===== config.mk =====
export PLATFORM = sky130hd
export DESIGN_NAME = txbuf_fifo
export DESIGN_NICKNAME = d
export VERILOG_FILES = /design/src/rtl/txbuf_pkg.sv /design/src/rtl/txbuf_ctrl.sv /design/src/rtl/txbuf_mem.sv /design/src/rtl/txbuf_irq.sv /design/src/rtl/txbuf_fifo.sv
export SDC_FILE = /design/constraint.sdc
export NUM_CORES = 1
export LEC_CHECK = 0
export BUFFER_PORTS_ARGS = -buffer_cell sky130_fd_sc_hd__buf_2
export CORE_AREA = 2 2 226 228
export CTS_CLUSTER_DIAMETER = 100
export DETAILED_ROUTE_END_ITERATION = 12
export DIE_AREA = 0 0 228 230
export PLACE_DENSITY_LB_ADDON = 0.1
export SYNTH_ARGS = -nofsm -noshare
export SYNTH_HDL_FRONTEND = slang
export SYNTH_SLANG_ARGS = --single-unit

===== constraint.sdc =====
create_clock -name clk -period 4.1 [get_ports clk]
set_input_delay 0.41 -clock clk [delete_from_list [all_inputs] [get_ports clk]]
set_output_delay 0.41 -clock clk [all_outputs]
set_load 0.01 [all_outputs]

===== src/rtl/txbuf_pkg.sv =====
package txbuf_pkg;

    localparam int BYTE_W      = 8;
    localparam int DEEP_BYTES  = 64;
    localparam int SHALLOW_BYTES = 32;

    // Whole-buffer command in force this cycle, highest priority first
    typedef enum logic [1:0] {
        CMD_DATA    = 2'd0,
        CMD_CLEAR   = 2'd1,
        CMD_RESTORE = 2'd2,
        CMD_RESIZE  = 2'd3
    } fifo_cmd_e;

    function automatic fifo_cmd_e pick_cmd(input logic clr_i,
                                           input logic rewind_i,
                                           input logic resize_i);
        fifo_cmd_e c;
        if (clr_i)         c = CMD_CLEAR;
        else if (rewind_i) c = CMD_RESTORE;
        else if (resize_i) c = CMD_RESIZE;
        else               c = CMD_DATA;
        return c;
    endfunction

    // Status vector positions
    localparam int FLAG_NEMPTY = 0;
    localparam int FLAG_THR    = 1;
    localparam int FLAG_FULL   = 2;
    localparam int NUM_FLAGS   = 3;

endpackage


===== src/rtl/txbuf_ctrl.sv =====
module txbuf_ctrl
    import txbuf_pkg::*;
#(
    parameter  int DEEP    = DEEP_BYTES,
    parameter  int SHALLOW = SHALLOW_BYTES,
    localparam int CNT_W   = $clog2(DEEP) + 1,
    localparam int ADDR_W  = $clog2(DEEP)
) (
    input  logic              clk,
    input  logic              rst_n,
    input  logic              wr_en,
    input  logic              rd_en,
    input  logic              clr,
    input  logic              rewind,
    input  logic              depth_sel,
    output logic              push_ok,
    output logic              pop_ok,
    output logic              pop_zero,
    output logic [ADDR_W-1:0] waddr,
    output logic [ADDR_W-1:0] raddr,
    output logic [CNT_W-1:0]  fill,
    output logic [CNT_W-1:0]  cap,
    output logic              deep_mode,
    output logic              ovf,
    output logic              udf
);

    typedef struct packed {
        logic [CNT_W-1:0] wptr;
        logic [CNT_W-1:0] rptr;
        logic [CNT_W-1:0] fill;
        logic             deep;
        logic             lost;
        logic             ovf;
        logic             udf;
    } ctl_t;

    ctl_t      st_d, st_q;
    fifo_cmd_e cmd;
    logic [CNT_W-1:0] mask;
    logic      resize_req;

    always_comb begin
        cap  = st_q.deep ? CNT_W'(DEEP) : CNT_W'(SHALLOW);
        mask = cap - CNT_W'(1);
        resize_req = (depth_sel != st_q.deep) && (st_q.fill == '0)
                     && !wr_en && !rd_en;
        cmd = pick_cmd(clr, rewind, resize_req);

        st_d     = st_q;
        push_ok  = 1'b0;
        pop_ok   = 1'b0;
        pop_zero = 1'b0;

        case (cmd)
            CMD_CLEAR: begin
                st_d.wptr = '0;
                st_d.rptr = '0;
                st_d.fill = '0;
                st_d.lost = 1'b0;
                st_d.ovf  = 1'b0;
                st_d.udf  = 1'b0;
            end
            CMD_RESTORE: begin
                if (!st_q.lost) begin
                    st_d.rptr = '0;
                    st_d.fill = st_q.wptr;
                end
            end
            CMD_RESIZE: begin
                st_d.deep = depth_sel;
                st_d.wptr = '0;
                st_d.rptr = '0;
                st_d.fill = '0;
                st_d.lost = 1'b0;
            end
            default: begin
                push_ok  = wr_en && (st_q.fill < cap);
                pop_ok   = rd_en && (st_q.fill != '0);
                pop_zero = rd_en && (st_q.fill == '0);
                if (wr_en && !push_ok) st_d.ovf = 1'b1;
                if (pop_zero)          st_d.udf = 1'b1;
                if (push_ok) begin
                    st_d.wptr = st_q.wptr + CNT_W'(1);
                    if (st_q.wptr == cap) st_d.lost = 1'b1;
                end
                if (pop_ok) st_d.rptr = st_q.rptr + CNT_W'(1);
                case ({push_ok, pop_ok})
                    2'b10:   st_d.fill = st_q.fill + CNT_W'(1);
                    2'b01:   st_d.fill = st_q.fill - CNT_W'(1);
                    default: st_d.fill = st_q.fill;
                endcase
            end
        endcase
    end

    always_ff @(posedge clk or negedge rst_n) begin
        if (!rst_n) st_q <= '0;
        else        st_q <= st_d;
    end

    assign waddr     = ADDR_W'(st_q.wptr & mask);
    assign raddr     = ADDR_W'(st_q.rptr & mask);
    assign fill      = st_q.fill;
    assign deep_mode = st_q.deep;
    assign ovf       = st_q.ovf;
    assign udf       = st_q.udf;

endmodule


===== src/rtl/txbuf_mem.sv =====
module txbuf_mem
    import txbuf_pkg::*;
#(
    parameter  int DEPTH  = DEEP_BYTES,
    parameter  int DATA_W = BYTE_W,
    localparam int ADDR_W = $clog2(DEPTH)
) (
    input  logic              clk,
    input  logic              rst_n,
    input  logic              we,
    input  logic [ADDR_W-1:0] waddr,
    input  logic [DATA_W-1:0] wdata,
    input  logic              re,
    input  logic              rzero,
    input  logic [ADDR_W-1:0] raddr,
    output logic [DATA_W-1:0] rdata
);

    logic [DATA_W-1:0] store [DEPTH];
    logic [DATA_W-1:0] rd_d, rd_q;

    always_ff @(posedge clk) begin
        if (we) store[waddr] <= wdata;
    end

    always_comb begin
        rd_d = rd_q;
        if (re)         rd_d = store[raddr];
        else if (rzero) rd_d = '0;
    end

    always_ff @(posedge clk or negedge rst_n) begin
        if (!rst_n) rd_q <= '0;
        else        rd_q <= rd_d;
    end

    assign rdata = rd_q;

endmodule


===== src/rtl/txbuf_irq.sv =====
module txbuf_irq
    import txbuf_pkg::*;
#(
    parameter int CNT_W = 7
) (
    input  logic [CNT_W-1:0]     fill,
    input  logic [CNT_W-1:0]     cap,
    input  logic [CNT_W-1:0]     thresh,
    input  logic                 irq_pol,
    output logic [NUM_FLAGS-1:0] irq_o
);

    logic [NUM_FLAGS-1:0] stat;

    always_comb begin
        stat              = '0;
        stat[FLAG_NEMPTY] = (fill != '0);
        stat[FLAG_THR]    = (fill >= thresh);
        stat[FLAG_FULL]   = (fill == cap);
    end

    for (genvar i = 0; i < NUM_FLAGS; i++) begin : g_pol
        assign irq_o[i] = stat[i] ^ irq_pol;
    end

endmodule


===== src/rtl/txbuf_fifo.sv =====
module txbuf_fifo
    import txbuf_pkg::*;
#(
    parameter  int DEEP    = DEEP_BYTES,
    parameter  int SHALLOW = SHALLOW_BYTES,
    parameter  int DATA_W  = BYTE_W,
    localparam int CNT_W   = $clog2(DEEP) + 1,
    localparam int ADDR_W  = $clog2(DEEP)
) (
    input  logic              clk,
    input  logic              rst_n,
    input  logic              wr_en,
    input  logic [DATA_W-1:0] wr_data,
    input  logic              rd_en,
    output logic [DATA_W-1:0] rd_data,
    input  logic              clr,
    input  logic              rewind,
    input  logic              depth_sel,
    input  logic [CNT_W-1:0]  thresh,
    input  logic              irq_pol,
    output logic [CNT_W-1:0]  fill,
    output logic              deep_mode,
    output logic              ovf,
    output logic              udf,
    output logic              irq_nempty,
    output logic              irq_thr,
    output logic              irq_full
);

    logic              push_ok, pop_ok, pop_zero;
    logic [ADDR_W-1:0] waddr, raddr;
    logic [CNT_W-1:0]  cap;
    logic [NUM_FLAGS-1:0] irq_vec;

    txbuf_ctrl #(.DEEP(DEEP), .SHALLOW(SHALLOW)) u_ctrl (
        .clk       (clk),
        .rst_n     (rst_n),
        .wr_en     (wr_en),
        .rd_en     (rd_en),
        .clr       (clr),
        .rewind    (rewind),
        .depth_sel (depth_sel),
        .push_ok   (push_ok),
        .pop_ok    (pop_ok),
        .pop_zero  (pop_zero),
        .waddr     (waddr),
        .raddr     (raddr),
        .fill      (fill),
        .cap       (cap),
        .deep_mode (deep_mode),
        .ovf       (ovf),
        .udf       (udf)
    );

    txbuf_mem #(.DEPTH(DEEP), .DATA_W(DATA_W)) u_mem (
        .clk   (clk),
        .rst_n (rst_n),
        .we    (push_ok),
        .waddr (waddr),
        .wdata (wr_data),
        .re    (pop_ok),
        .rzero (pop_zero),
        .raddr (raddr),
        .rdata (rd_data)
    );

    txbuf_irq #(.CNT_W(CNT_W)) u_irq (
        .fill    (fill),
        .cap     (cap),
        .thresh  (thresh),
        .irq_pol (irq_pol),
        .irq_o   (irq_vec)
    );

    assign irq_nempty = irq_vec[FLAG_NEMPTY];
    assign irq_thr    = irq_vec[FLAG_THR];
    assign irq_full   = irq_vec[FLAG_FULL];

endmodule


==> reports/qor.csv <==
metric,value,unit
rrSetupSlack,480,ps
grt_overflow_total,0,
coreArea,49860,sq um
ios,44,
dr_total_vias,11746,
clk_latency,610,ps
critical_path_class,reg -> reg,
ys_ff_latch,544,
track_usage,19.84,%
fin_crit_sh,88.18,%
worstReg2RegEnd,u_ctrl.fill[6],
post-route-util,50.93,%
rsz0062_at_grt,false,
cts_buffer_depth,3,
routed_via_density,5.672,
critPathRequiredTime,4600,ps
remaining_drc_errors,0,
netlist_instances,1248,
synth_top_area_cell,edfxtp_1,
ys_seq_area_share,72.79,%
async_reset_ff_share,5.882,%
avgRoutedWirePerCell,24.90,microns
hpwl,33230,microns
synth.area.mux_share,13.49,%
endpoint,u_ctrl.fill[6],
drt_wl_total,51580,microns
clkTransAtPathRegs,70,ps
worstSetupStartpoint,u_ctrl.fill[1],
cp_cell_sequence,"or4_4, o31ai_1, inv_1, ha_1, xor2_1, ha_1, nor4_1, nand3_1, a21oi_1, o211ai_1, a22o_1",
initial_core_util,44.56,%
ys.flop_type,edfxtp_1,
peakVddDrop,0.4086,mV
die_h,230,microns
drv_slew,0,
worst_slew_pin_slew,1030,ps
cts-root-buf,clkbuf_16,
powerDensity,524.2,nW/um^2
crit_fanout,12,
max-slew-margin-rel,31.32,%
drv_cap,0,
antenna_found_initial,0,
dr.first_iter.drc_count,1077,
cts_made_buffers,57,
synth_fa_ha_area_share,0.9009,%
syn_to_final_growth,14.28,%
fin_nets,1393,
synth_nets,1287,
die_w,228,microns
fin_crit,3615,ps
skew,19.28,ps
timing.rr.start,u_ctrl.fill[1],
hold_viol,0,
placement.io_buffers,43,
holdCritPathClass,in -> reg,
max_stage_delay,620,ps
yosys-top-cells-area,"edfxtp_1 69%, mux4_2 8.9%, mux2i_1 4.4%",
grt_max_degree,63,
status,completed,
synth-compound-area-share,5.631,%
tritoncts,yes,
crit_top_cell,ha_1,
setup_violations,0,
synth_cell_types,66,
final_common_cell,edfxtp_1,
grt_pass1_wl,77720,microns
critical_path_arrival,4120,ps
hold_ws,44.51,ps
first_pass_iters,5,
drive_gt1_share,21.73,%
cp-start-kind,flop,
cts_setup_buffers,0,
rows,82,
r2r_cells,11,
grt_pass1_vias,11984,
synth_area,22220,sq um
gp_congestion,0.8396,
synth_simple_gate_area_share,4.994,%
ys_warn_count,0,
synth-edff-count,512,
cts.sinks,544,
crit_path_end_kind,flop,
yosys.area.top_type_share,69.19,%
tns,0,ps
cts-htree-levels,2,
mostFrequentLayoutCells,"512 x edfxtp_1, 99 x nor2_1, 97 x mux2i_1",
design_power_total,13.31,mW
slowest_stage,or4_4,
fmax,0.2766,GHz
synthXorXnorAreaFrac,0.2759,%
synth_top_family_by_area,multiplexers,
die_area,52440,sq um
ant_nets,0,
diodes,0,
p_leak,8.185,nW
synth.avg_cell_area,17.81,sq um
power by group:
group	switching [mW]	internal, mW	total [mW]
Combinational	1.08	0.830	1.91
Sequential	0.160	6.16	6.32
Clock	2.10	2.98	5.08
Total	3.33	9.98	13.3
routing by layer:
layer  global-route usage, %  share of wire (%)  up-vias
li1                        -                  -     5261
met1                   28.90                 46     6131
met2                   30.83                 46      278
met3                   3.088                4.2       76
met4                   6.495                3.0        0
met5                       0                  0        -
cell type report:
class / instances / area, sq um
Fill cell: 4157 / 24470
Tap cell: 672 / 840.8
Timing Repair Buffer: 123 / 843.3
Inverter: 20 / 75.07
Clock inverter: 37 / 367.9
Sequential cell: 544 / 16180
Multi-Input combinational cell: 608 / 5620
Clock buffer: 67 / 1464
sequential cells by signal, summed over array words and instances, names as in the netlist:
signal / cells
u_ctrl.fill: 7
u_ctrl.st_q: 14
u_mem.store: 512
u_ctrl.ovf: 1
u_mem.rdata: 8
u_ctrl.udf: 1
u_ctrl.deep_mode: 1
worst max-delay path: cells and delay by family (launching register included):
kind / cells / cell delay [ps]
AOI/OAI and AO/OA: 4 / 940
xor gates and xnor gates: 1 / 220
adders and majority gates: 2 / 620
buffers and inverters: 1 / 150
DFF: 1 / 500
and+or+nand+nor: 3 / 1080
what timing repair did:
action / 4_1_cts / 5_1_grt
endpoints found under the hold margin: 32 / 0
hold buffers: 1 / 0
resized for setup: 0 / 0
endpoints found under the setup margin: 0 / 0
worst min path at each step:
stage / startpoint / endpoint / slack [ps] / depth (start not counted)
global placement: u_ctrl.ovf / u_ctrl.ovf / 500 / 2
global route: wr_data[2] / u_mem.store[27][2] / 20 / 1
CTS: wr_data[2] / u_mem.store[27][2] / 20 / 1
finish: wr_data[2] / u_mem.store[27][2] / 40 / 1
floorplan: rst_n / u_ctrl.deep_mode / 110 / 0
detailed placement: u_ctrl.ovf / u_ctrl.ovf / 510 / 2
cell families after synthesis:
group | after synthesis
DFF | 544
and+or+nand+nor | 230
muxes | 189
AOI/OAI and AO/OA | 166
buffers and inverters | 96
adders and majority gates | 16
xor gates and xnor gates | 7
Yosys cell counts, drive strengths merged (2+ instances only):
cell type and n:
a2111o 8, a211oi 17, a21o 4, a21oi 19, a221oi 9, a22o 12, a22oi 52, a31oi 7
and2 11, and3 3, buf 42, clkbuf 34, dfrtp 32, edfxtp 512, ha 16, inv 19
mux2 4, mux2i 97, mux4 88, nand2 25, nand2b 5, nand3 36, nand3b 2, nand4 10
nor2 99, nor2b 8, nor3 14, nor4 2, nor4b 3, o211ai 3, o21ai 16, o22ai 3
o31a 2, o31ai 2, or2 3, or3 2, or3b 2, xnor2 6
metrics by stage:
stage,instances,instance area [sq um],worst slack [ps]
after floorplan,1248,22220,494.2
after global placement,1966,23550,562.7
after detailed placement,1966,23550,532.0
after CTS,2071,25390,507.9
after global routing,2071,25390,213.3
final,2071,25390,484.6
No activity file was read; power rests on OpenSTA's default activity.
